==> src/rtl/ir_mod_pkg.sv <==
package ir_mod_pkg;
   localparam int WORD_W     = 32;
   localparam int DUR_W      = 18;
   localparam int VALID_BIT  = 31;
   localparam int ACTIVE_BIT = 30;
   localparam int FORCE_BIT  = 29;
   localparam int NUM_IRQ    = 5;
   localparam int ENTRY_W    = DUR_W + 3;

   localparam int IRQ_FRAME_END = 0;
   localparam int IRQ_FULL      = 1;
   localparam int IRQ_UNDERFLOW = 2;
   localparam int IRQ_EMPTY     = 3;
   localparam int IRQ_HALF      = 4;

   typedef enum logic [3:0] {
      A_PUSH      = 4'd0,
      A_CARR_HI   = 4'd1,
      A_CARR_LO   = 4'd2,
      A_BIT_DIV   = 4'd3,
      A_FIFO_STAT = 4'd4,
      A_IRQ_PEND  = 4'd5,
      A_IRQ_RAW   = 4'd6,
      A_IRQ_EN    = 4'd7,
      A_EN_SET    = 4'd8,
      A_EN_CLR    = 4'd9,
      A_IRQ_ACK   = 4'd10,
      A_IRQ_FORCE = 4'd11,
      A_UPD_BUSY  = 4'd12
   } reg_addr_e;

   typedef struct packed {
      logic             valid;
      logic             active;
      logic             forced;
      logic [DUR_W-1:0] dur;
   } instr_t;

   function automatic instr_t pack_word(input logic [WORD_W-1:0] w);
      instr_t r;
      r.valid  = w[VALID_BIT];
      r.active = w[ACTIVE_BIT];
      r.forced = w[FORCE_BIT];
      r.dur    = w[DUR_W-1:0];
      return r;
   endfunction
endpackage

==> src/rtl/ir_tx_fifo.sv <==
module ir_tx_fifo #(
   parameter int DEPTH = 8,
   parameter int W     = 21,
   localparam int PTR_W = $clog2(DEPTH),
   localparam int LVL_W = $clog2(DEPTH + 1)
) (
   input  logic             clk,
   input  logic             rst_n,
   input  logic             push,
   input  logic [W-1:0]     din,
   input  logic             pop,
   output logic [W-1:0]     dout,
   output logic [LVL_W-1:0] level,
   output logic             empty,
   output logic             full,
   output logic             half
);
   localparam logic [LVL_W-1:0] FULL_CNT = LVL_W'(DEPTH);
   localparam logic [LVL_W-1:0] HALF_CNT = LVL_W'(DEPTH / 2);

   initial begin
      depth_pow2_chk: assert ((DEPTH >= 2) && ((DEPTH & (DEPTH - 1)) == 0))
         else $error("ir_tx_fifo: DEPTH must be a power of two, at least 2");
   end

   logic [W-1:0]     mem [DEPTH];
   logic [PTR_W-1:0] wp, rp;
   logic [LVL_W-1:0] cnt;
   logic             push_ok, pop_ok;

   assign empty   = (cnt == '0);
   assign full    = (cnt == FULL_CNT);
   assign half    = (cnt <= HALF_CNT);
   assign level   = cnt;
   assign dout    = mem[rp];
   assign push_ok = push && !full;
   assign pop_ok  = pop && !empty;

   always_ff @(posedge clk) begin
      if (push_ok) mem[wp] <= din;
   end

   always_ff @(posedge clk or negedge rst_n) begin
      if (!rst_n) begin
         wp  <= '0;
         rp  <= '0;
         cnt <= '0;
      end else begin
         if (push_ok) wp <= wp + 1'b1;
         if (pop_ok)  rp <= rp + 1'b1;
         case ({push_ok, pop_ok})
            2'b10:   cnt <= cnt + 1'b1;
            2'b01:   cnt <= cnt - 1'b1;
            default: cnt <= cnt;
         endcase
      end
   end


   full_drop_chk: assert property (@(posedge clk) disable iff (!rst_n)
      (full && push && !pop) |=> $stable(cnt));
endmodule

==> src/rtl/ir_carrier_gen.sv <==
module ir_carrier_gen #(
   parameter int CNT_W = 16
) (
   input  logic             clk,
   input  logic             rst_n,
   input  logic             hi_wr,
   input  logic             lo_wr,
   input  logic [CNT_W-1:0] wval,
   input  logic             restart,
   output logic             carr,
   output logic [CNT_W-1:0] hi_sh,
   output logic [CNT_W-1:0] lo_sh,
   output logic             busy_hi,
   output logic             busy_lo
);
   localparam logic [CNT_W-1:0] ONE = CNT_W'(1);

   initial begin
      cnt_w_chk: assert ((CNT_W >= 2) && (CNT_W <= 32))
         else $error("ir_carrier_gen: CNT_W out of range");
   end

   logic [CNT_W-1:0] act_lo, cnt;
   logic             phase_hi, take;
   logic [CNT_W-1:0] hi_ld, lo_ld;

   assign hi_ld = (hi_sh == '0) ? ONE : hi_sh;
   assign lo_ld = (lo_sh == '0) ? ONE : lo_sh;
   assign take  = restart || (!phase_hi && cnt == '0);
   assign carr  = phase_hi;

   always_ff @(posedge clk or negedge rst_n) begin
      if (!rst_n) begin
         hi_sh    <= ONE;
         lo_sh    <= ONE;
         act_lo   <= ONE;
         cnt      <= '0;
         phase_hi <= 1'b1;
         busy_hi  <= 1'b0;
         busy_lo  <= 1'b0;
      end else begin
         if (hi_wr) begin
            hi_sh   <= wval;
            busy_hi <= 1'b1;
         end else if (take) begin
            busy_hi <= 1'b0;
         end
         if (lo_wr) begin
            lo_sh   <= wval;
            busy_lo <= 1'b1;
         end else if (take) begin
            busy_lo <= 1'b0;
         end
         if (take) begin
            act_lo   <= lo_ld;
            phase_hi <= 1'b1;
            cnt      <= hi_ld - ONE;
         end else if (cnt == '0) begin
            phase_hi <= 1'b0;
            cnt      <= act_lo - ONE;
         end else begin
            cnt <= cnt - ONE;
         end
      end
   end


   restart_hi_chk: assert property (@(posedge clk) disable iff (!rst_n)
      restart |=> carr);

   hi_busy_chk: assert property (@(posedge clk) disable iff (!rst_n)
      hi_wr |=> busy_hi);
endmodule

==> src/rtl/ir_irq_unit.sv <==
module ir_irq_unit #(
   parameter int N = 5
) (
   input  logic         clk,
   input  logic         rst_n,
   input  logic [N-1:0] evt,
   input  logic [N-1:0] en_set,
   input  logic [N-1:0] en_clr,
   input  logic [N-1:0] ack,
   input  logic [N-1:0] frc,
   output logic [N-1:0] raw,
   output logic [N-1:0] en,
   output logic         irq
);
   genvar g;
   generate
      for (g = 0; g < N; g++) begin : g_src
         always_ff @(posedge clk or negedge rst_n) begin
            if (!rst_n) begin
               raw[g] <= 1'b0;
               en[g]  <= 1'b0;
            end else begin
               if (evt[g] || frc[g]) raw[g] <= 1'b1;
               else if (ack[g])      raw[g] <= 1'b0;
               if (en_set[g])        en[g]  <= 1'b1;
               else if (en_clr[g])   en[g]  <= 1'b0;
            end
         end
      end
   endgenerate

   assign irq = |(raw & en);


   force_chk: assert property (@(posedge clk) disable iff (!rst_n)
      (frc != '0) |=> ((raw & $past(frc)) == $past(frc)));

   ack_chk: assert property (@(posedge clk) disable iff (!rst_n)
      ((ack != '0) && (evt == '0) && (frc == '0)) |=> ((raw & $past(ack)) == '0));
endmodule

==> src/rtl/ir_carrier_mod.sv <==
module ir_carrier_mod
   import ir_mod_pkg::*;
#(
   parameter int DEPTH = 8,
   parameter int CNT_W = 16,
   parameter int DIV_W = 16,
   localparam int LVL_W = $clog2(DEPTH + 1)
) (
   input  logic        clk,
   input  logic        rst_n,
   input  logic        wr_en,
   input  logic [3:0]  wr_addr,
   input  logic [31:0] wr_data,
   input  logic [3:0]  rd_addr,
   output logic [31:0] rd_data,
   output logic        ir_out,
   output logic        irq
);
   localparam logic [DIV_W-1:0] DIV_ONE = DIV_W'(1);
   localparam logic [DUR_W-1:0] DUR_ONE = DUR_W'(1);

   initial begin
      div_w_chk: assert ((DIV_W >= 2) && (DIV_W <= 32) && (CNT_W <= 32))
         else $error("ir_carrier_mod: counter width out of range");
   end

   wire unused_bits = ^wr_data[FORCE_BIT-1:DUR_W];

   // register strobes
   logic w_push, w_hi, w_lo, w_div;
   logic [NUM_IRQ-1:0] s_set, s_clr, s_ack, s_frc;
   assign w_push = wr_en && (wr_addr == A_PUSH);
   assign w_hi   = wr_en && (wr_addr == A_CARR_HI);
   assign w_lo   = wr_en && (wr_addr == A_CARR_LO);
   assign w_div  = wr_en && (wr_addr == A_BIT_DIV);
   assign s_set  = (wr_en && wr_addr == A_EN_SET)    ? wr_data[NUM_IRQ-1:0] : '0;
   assign s_clr  = (wr_en && wr_addr == A_EN_CLR)    ? wr_data[NUM_IRQ-1:0] : '0;
   assign s_ack  = (wr_en && wr_addr == A_IRQ_ACK)   ? wr_data[NUM_IRQ-1:0] : '0;
   assign s_frc  = (wr_en && wr_addr == A_IRQ_FORCE) ? wr_data[NUM_IRQ-1:0] : '0;

   // queue
   instr_t           head;
   logic [LVL_W-1:0] q_level;
   logic             q_empty, q_full, q_half, pop;

   ir_tx_fifo #(.DEPTH(DEPTH), .W(ENTRY_W)) u_fifo (
      .clk   (clk),
      .rst_n (rst_n),
      .push  (w_push),
      .din   (pack_word(wr_data)),
      .pop   (pop),
      .dout  (head),
      .level (q_level),
      .empty (q_empty),
      .full  (q_full),
      .half  (q_half)
   );

   // sequencer state
   logic             run, cur_active, cur_forced, busy_div;
   logic [DUR_W-1:0] dur_left;
   logic [DIV_W-1:0] div_cnt, div_sh, div_ld;
   logic             end_now, load, div_take, restart;

   assign div_ld   = (div_sh == '0) ? DIV_ONE : div_sh;
   assign end_now  = run && (dur_left == DUR_ONE) && (div_cnt == '0);
   assign pop      = (!run || end_now) && !q_empty;
   assign load     = pop && head.valid;
   assign div_take = !run || (div_cnt == '0);
   assign restart  = load && head.active && !head.forced;

   always_ff @(posedge clk or negedge rst_n) begin
      if (!rst_n) begin
         run        <= 1'b0;
         cur_active <= 1'b0;
         cur_forced <= 1'b0;
         dur_left   <= '0;
         div_cnt    <= '0;
         div_sh     <= DIV_ONE;
         busy_div   <= 1'b0;
      end else begin
         if (w_div) begin
            div_sh   <= wr_data[DIV_W-1:0];
            busy_div <= 1'b1;
         end else if (div_take) begin
            busy_div <= 1'b0;
         end
         if (load) begin
            run        <= 1'b1;
            cur_active <= head.active;
            cur_forced <= head.forced;
            dur_left   <= (head.dur == '0) ? DUR_ONE : head.dur;
            div_cnt    <= div_ld - DIV_ONE;
         end else if (end_now) begin
            run <= 1'b0;
         end else if (run) begin
            if (div_cnt == '0) begin
               div_cnt  <= div_ld - DIV_ONE;
               dur_left <= dur_left - DUR_ONE;
            end else begin
               div_cnt <= div_cnt - DIV_ONE;
            end
         end
      end
   end

   // carrier
   logic             carr, busy_hi, busy_lo;
   logic [CNT_W-1:0] hi_sh, lo_sh;

   ir_carrier_gen #(.CNT_W(CNT_W)) u_carr (
      .clk     (clk),
      .rst_n   (rst_n),
      .hi_wr   (w_hi),
      .lo_wr   (w_lo),
      .wval    (wr_data[CNT_W-1:0]),
      .restart (restart),
      .carr    (carr),
      .hi_sh   (hi_sh),
      .lo_sh   (lo_sh),
      .busy_hi (busy_hi),
      .busy_lo (busy_lo)
   );

   assign ir_out = run && cur_active && (cur_forced || carr);

   // interrupt sources
   logic               full_q, empty_q, half_q;
   logic [NUM_IRQ-1:0] evt, raw, en;

   always_ff @(posedge clk or negedge rst_n) begin
      if (!rst_n) begin
         full_q  <= 1'b0;
         empty_q <= 1'b1;
         half_q  <= 1'b1;
      end else begin
         full_q  <= q_full;
         empty_q <= q_empty;
         half_q  <= q_half;
      end
   end

   always_comb begin
      evt                = '0;
      evt[IRQ_FRAME_END] = end_now && !load;
      evt[IRQ_UNDERFLOW] = end_now && q_empty;
      evt[IRQ_FULL]      = q_full && !full_q;
      evt[IRQ_EMPTY]     = q_empty && !empty_q;
      evt[IRQ_HALF]      = q_half && !half_q;
   end

   ir_irq_unit #(.N(NUM_IRQ)) u_irq (
      .clk    (clk),
      .rst_n  (rst_n),
      .evt    (evt),
      .en_set (s_set),
      .en_clr (s_clr),
      .ack    (s_ack),
      .frc    (s_frc),
      .raw    (raw),
      .en     (en),
      .irq    (irq)
   );

   // read mux
   always_comb begin
      rd_data = '0;
      case (rd_addr)
         A_CARR_HI:   rd_data = 32'(hi_sh);
         A_CARR_LO:   rd_data = 32'(lo_sh);
         A_BIT_DIV:   rd_data = 32'(div_sh);
         A_FIFO_STAT: begin
            rd_data[7:0] = 8'(q_level);
            rd_data[8]   = q_empty;
            rd_data[9]   = q_full;
            rd_data[10]  = q_half;
         end
         A_IRQ_PEND:  rd_data = 32'(raw & en);
         A_IRQ_RAW:   rd_data = 32'(raw);
         A_IRQ_EN:    rd_data = 32'(en);
         A_UPD_BUSY:  rd_data = {29'd0, busy_div, busy_lo, busy_hi};
         default:     rd_data = '0;
      endcase
   end


   invalid_skip_chk: assert property (@(posedge clk) disable iff (!rst_n)
      (!run && pop && !head.valid) |=> !run);

   forced_high_chk: assert property (@(posedge clk) disable iff (!rst_n)
      (load && head.active && head.forced) |=> ir_out);

   end_timing_chk: assert property (@(posedge clk) disable iff (!rst_n)
      $fell(run) |-> ($past(dur_left) == DUR_ONE && $past(div_cnt) == '0));

   div_busy_chk: assert property (@(posedge clk) disable iff (!rst_n)
      w_div |=> busy_div);
endmodule

==> config.mk <==
export PLATFORM = sky130hd
export DESIGN_NAME = ir_carrier_mod
export DESIGN_NICKNAME = d
export VERILOG_FILES = /design/src/rtl/ir_mod_pkg.sv /design/src/rtl/ir_tx_fifo.sv /design/src/rtl/ir_carrier_gen.sv /design/src/rtl/ir_irq_unit.sv /design/src/rtl/ir_carrier_mod.sv
export SDC_FILE = /design/constraint.sdc
export NUM_CORES = 1
export LEC_CHECK = 0
export ABC_CLOCK_PERIOD_IN_PS = 12800
export BUFFER_PORTS_ARGS = -buffer_cell sky130_fd_sc_hd__buf_2
export CORE_ASPECT_RATIO = 1.75
export CORE_UTILIZATION = 66
export DETAILED_ROUTE_END_ITERATION = 8
export PLACE_DENSITY = 0.85
export SYNTH_ARGS = -nofsm -noshare
export SYNTH_HDL_FRONTEND = slang
export SYNTH_SLANG_ARGS = --single-unit
==> constraint.sdc <==
create_clock -name clk -period 12.8 [get_ports clk]
set_clock_uncertainty 0.05 [all_clocks]
set_input_delay 0.64 -clock clk [delete_from_list [all_inputs] [get_ports clk]]
set_output_delay 0.64 -clock clk [all_outputs]
set_load 0.005 [all_outputs]
==> metrics.md <==
| Metric | Value |
|---|---|
| # diodes | `0` |
| Clock Sinks | `about 310` |
| Commonest non-fill, non-tap cells in the layout | `edfxtp_1 (168), nand2_1 (137), dfrtp_1 (135)` |
| DRC viols | `0` |
| Final setup vio count | `0` |
| Post-synth EDFFs | `168` |
| Slew headroom | `between 10% and 20%` |
| Setup TNS | `0 ns` |
| GRT overflow | `0` |
| All-Layer GR Usage | `32.37%` |
| Max Clk Rate | `0.1784 GHz` |
| Post-CTS sizing | `0` |
| H-tree depth | `1` |
| Unrepaired setup endpoints after global routing | `false` |
| P_leak | `~6.1 nW` |
| Drt total wl | `approximately 35000 um` |
| Dpl ws | `7.225 ns` |
| Area occupied by multi-input gates | `5715 um2` |
| Clock Latency Late Sink | `between 0.5 and 0.6 ns` |
| Starting density of the core | `67.87%` |
| Setup CP Type | `reg -> reg` |
| Cells after Synth | `1189` |
| Slew Viols, Final | `0` |
| Mapped cell area | `14710 um2` |
| Power, Total | `3.086 mW` |
| Final hold violations | `0` |
| Fin crit share | `43.78%` |
| Max Cap Viol | `0` |
| Io pins | `77` |
| Die Ht | `around 200 um` |
| Asr flop ratio synth | `46.15%` |
| Final nets | `1284` |
| Crit path capture type | `flop` |
| Status | `finished, final reports clean` |
| Maximum buffer depth of the clock tree | `3` |
| Min Tclk post-route | `~5.6 ns` |
| Chip Width | `114.9 um` |
| Reg clk slew, reported paths | `about 0.07 ns` |
| Hold Crit Class | `in -> async` |
| Arr. time, crit path | `5.96 ns` |
| Drt pass-1 iters | `6` |
| Number of CTS-inserted buffers | `27` |
| Worst VDD drop | `0.1330 mV` |
| Routed WL per cell | `22.92 um` |
| Core area | `21680 um2` |
| Yosys top cell by area | `edfxtp_1` |
| Flops & latches, synth | `between 300 and 400` |
| CP Launch Type | `flop` |
| Reg area | `8660 um2` |
| Number of global-route vias before repair | `between 10k and 15k` |
| Placer congestion estimate | `0.9782` |
| Die Area | `22920 um2` |
| Commonest non-fill, non-tap cell in the layout | `edfxtp_1` |
| Core Rows | `71` |
| Post-CTS Setup Repair Bufs | `0` |
| Initial antenna violation count | `0` |
| Detail Placement HPWL | `23530 um` |
| Largest net degree at the start of global routing | `78` |
| Mean post-synth cell area | `12.37 um2` |
| Via-to-Cell Ratio | `6.614` |
| Pwr Density | `about 190 nW/um2` |
| Antenna viol nets, final | `0` |
| Seq/Total Area, Yosys | `58.85%` |
| Initial DRC count | `1147` |
| Post-DP Area | `15210 um2` |
| Area grow syn2layout | `9.406%` |
| Finished layout cell area | `roughly 16000 um2` |
| First-pass GRT wire length | `55260 um` |
| Worst Max-Slew Pin Slew | `1.234 ns` |
| Clk root buf | `clkbuf_16` |
| Synth cell types | `76` |
| Req. time, crit path | `13.16 ns` |
| Port bufs | `49` |
| Crit path max fanout | `42` |
| Synth top area cells | `edfxtp_1 (34%), dfrtp_1 (23%), mux4_2 (6.4%)` |
| FILL cells | `about 1.4k` |
| Vias | `10.20k` |
| Worst Slack Setup Final | `about 7.2 ns` |
| Post-synth top flop | `edfxtp_1` |
| Area share of the largest cell type after synthesis | `34.29%` |
| Yosys warnings | `0` |
| Layout cells sized above 1 | `19.84%` |
| Cts hold-fix bufs | `0` |
| CTS tree | `built` |
[cells by family (layout without fill, tap and decap cells)]
group,after synthesis,after routing,synth area share (%)
XOR/XNOR,38,38,2.262
other,1,16,0.02549
buffers and inverters,94,140,2.892
multiplexers,126,126,12.73
adder cells (fa/ha/maj),11,11,0.9866
flip-flops,312,312,58.85
AO/OA/AOI/OAI,229,229,9.840
AND/OR/NAND/NOR,378,378,12.42
[final timing paths]
kind / start / to / slack, ns / cells past startpoint
setup / recovery: u_fifo.rp[0]$_DFFE_PN0P_ / u_carr.cnt[10]$_DFF_PN0_ / 7.20 / 14
hold / removal: rst_n / u_fifo.rp[1]$_DFFE_PN0P_ / 0.06 / 1
setup reg to reg: u_fifo.rp[0]$_DFFE_PN0P_ / u_carr.cnt[10]$_DFF_PN0_ / 7.20 / 14
hold reg to reg: u_carr.act_lo[14]$_DFFE_PN0N_ / u_carr.act_lo[14]$_DFFE_PN0N_ / 0.41 / 2
max in group asynchronous: rst_n / u_carr.cnt[11]$_DFF_PN0_ / 11.16 / 2
min in group clk: wr_data[16] / u_fifo.mem[5][16]$_DFFE_PP_ / 0.32 / 1
[critical path, cell delays in order, from the launching register on]
cell,delay [ns]
dfrtp_2,0.46
buf_4,0.61
mux4_2,0.60
mux2_2,0.33
nor4_2,0.62
a22o_4,0.55
nor2_1,0.09
a21oi_1,0.16
ha_1,0.39
or4b_2,0.63
nor3_1,0.21
mux2i_2,0.21
or3_1,0.38
nand3_1,0.09
o21ai_1,0.06
[where the power goes]
part | switching (mW) | leakage (nW) | internal, mW | total (mW)
Clock | 0.358 | 0.427 | 0.469 | 0.826
Sequential | 0.196 | 3.28 | 1.22 | 1.42
Combinational | 0.457 | 2.41 | 0.385 | 0.842
Total | 1.01 | 6.11 | 2.08 | 3.09
[metal layers]
metal | track usage (%) | vias up | wire [um]
li1 | - | 4512 | -
met1 | 38.15 | 5037 | 12470
met2 | 58.14 | 514 | 18980
met3 | 3.154 | 136 | 2119
met4 | 17.08 | 0 | 1781
met5 | 0 | - | 0
[synthesized netlist by cell type, drive strengths merged, types with 14 or more instances]
cell type	count
clkbuf	37
xor2	14
nor2	98
a31oi	16
mux2i	18
xnor2	24
mux2	66
a21oi	63
nand2	137
dfrtp	137
or3	16
a22oi	19
buf	32
edfxtp	168
mux4	42
nor4	18
o21ai	67
nor3	32
inv	25
[layout make-up]
type | instances | area share [%]
Multi-Input combinational cell | 798 | 35.51
Sequential cell | 312 | 53.80
Clock inverter | 17 | 1.166
Timing Repair Buffer | 66 | 2.355
Clock buffer | 32 | 4.314
Inverter | 25 | 0.5830
Tap cell | 292 | 2.270
[per-stage QoR]
stage / cells / utilization (%) / hold slack [ns]
finish: 1542 / 74.26 / 0.05825
global route: 1542 / 74.26 / 0.09927
CTS: 1542 / 74.26 / 0.07924
detailed placement: 1493 / 70.19 / 0.3986
global placement: 1493 / 70.19 / 0.3968
floorplan: 1204 / - / 0.2944
[registers in the layout (all words and copies together) (netlist names), 3 cells and up]
register       flops
u_fifo.level       4
u_irq.en           5
u_fifo.mem       168
div_sh            16
u_fifo.wp          3
u_carr.act_lo     16
u_irq.raw          5
div_cnt           16
dur_left          18
u_fifo.rp          3
u_carr.cnt        16
u_carr.lo_sh      16
u_carr.hi_sh      16
(Power assumes the default switching activity.)
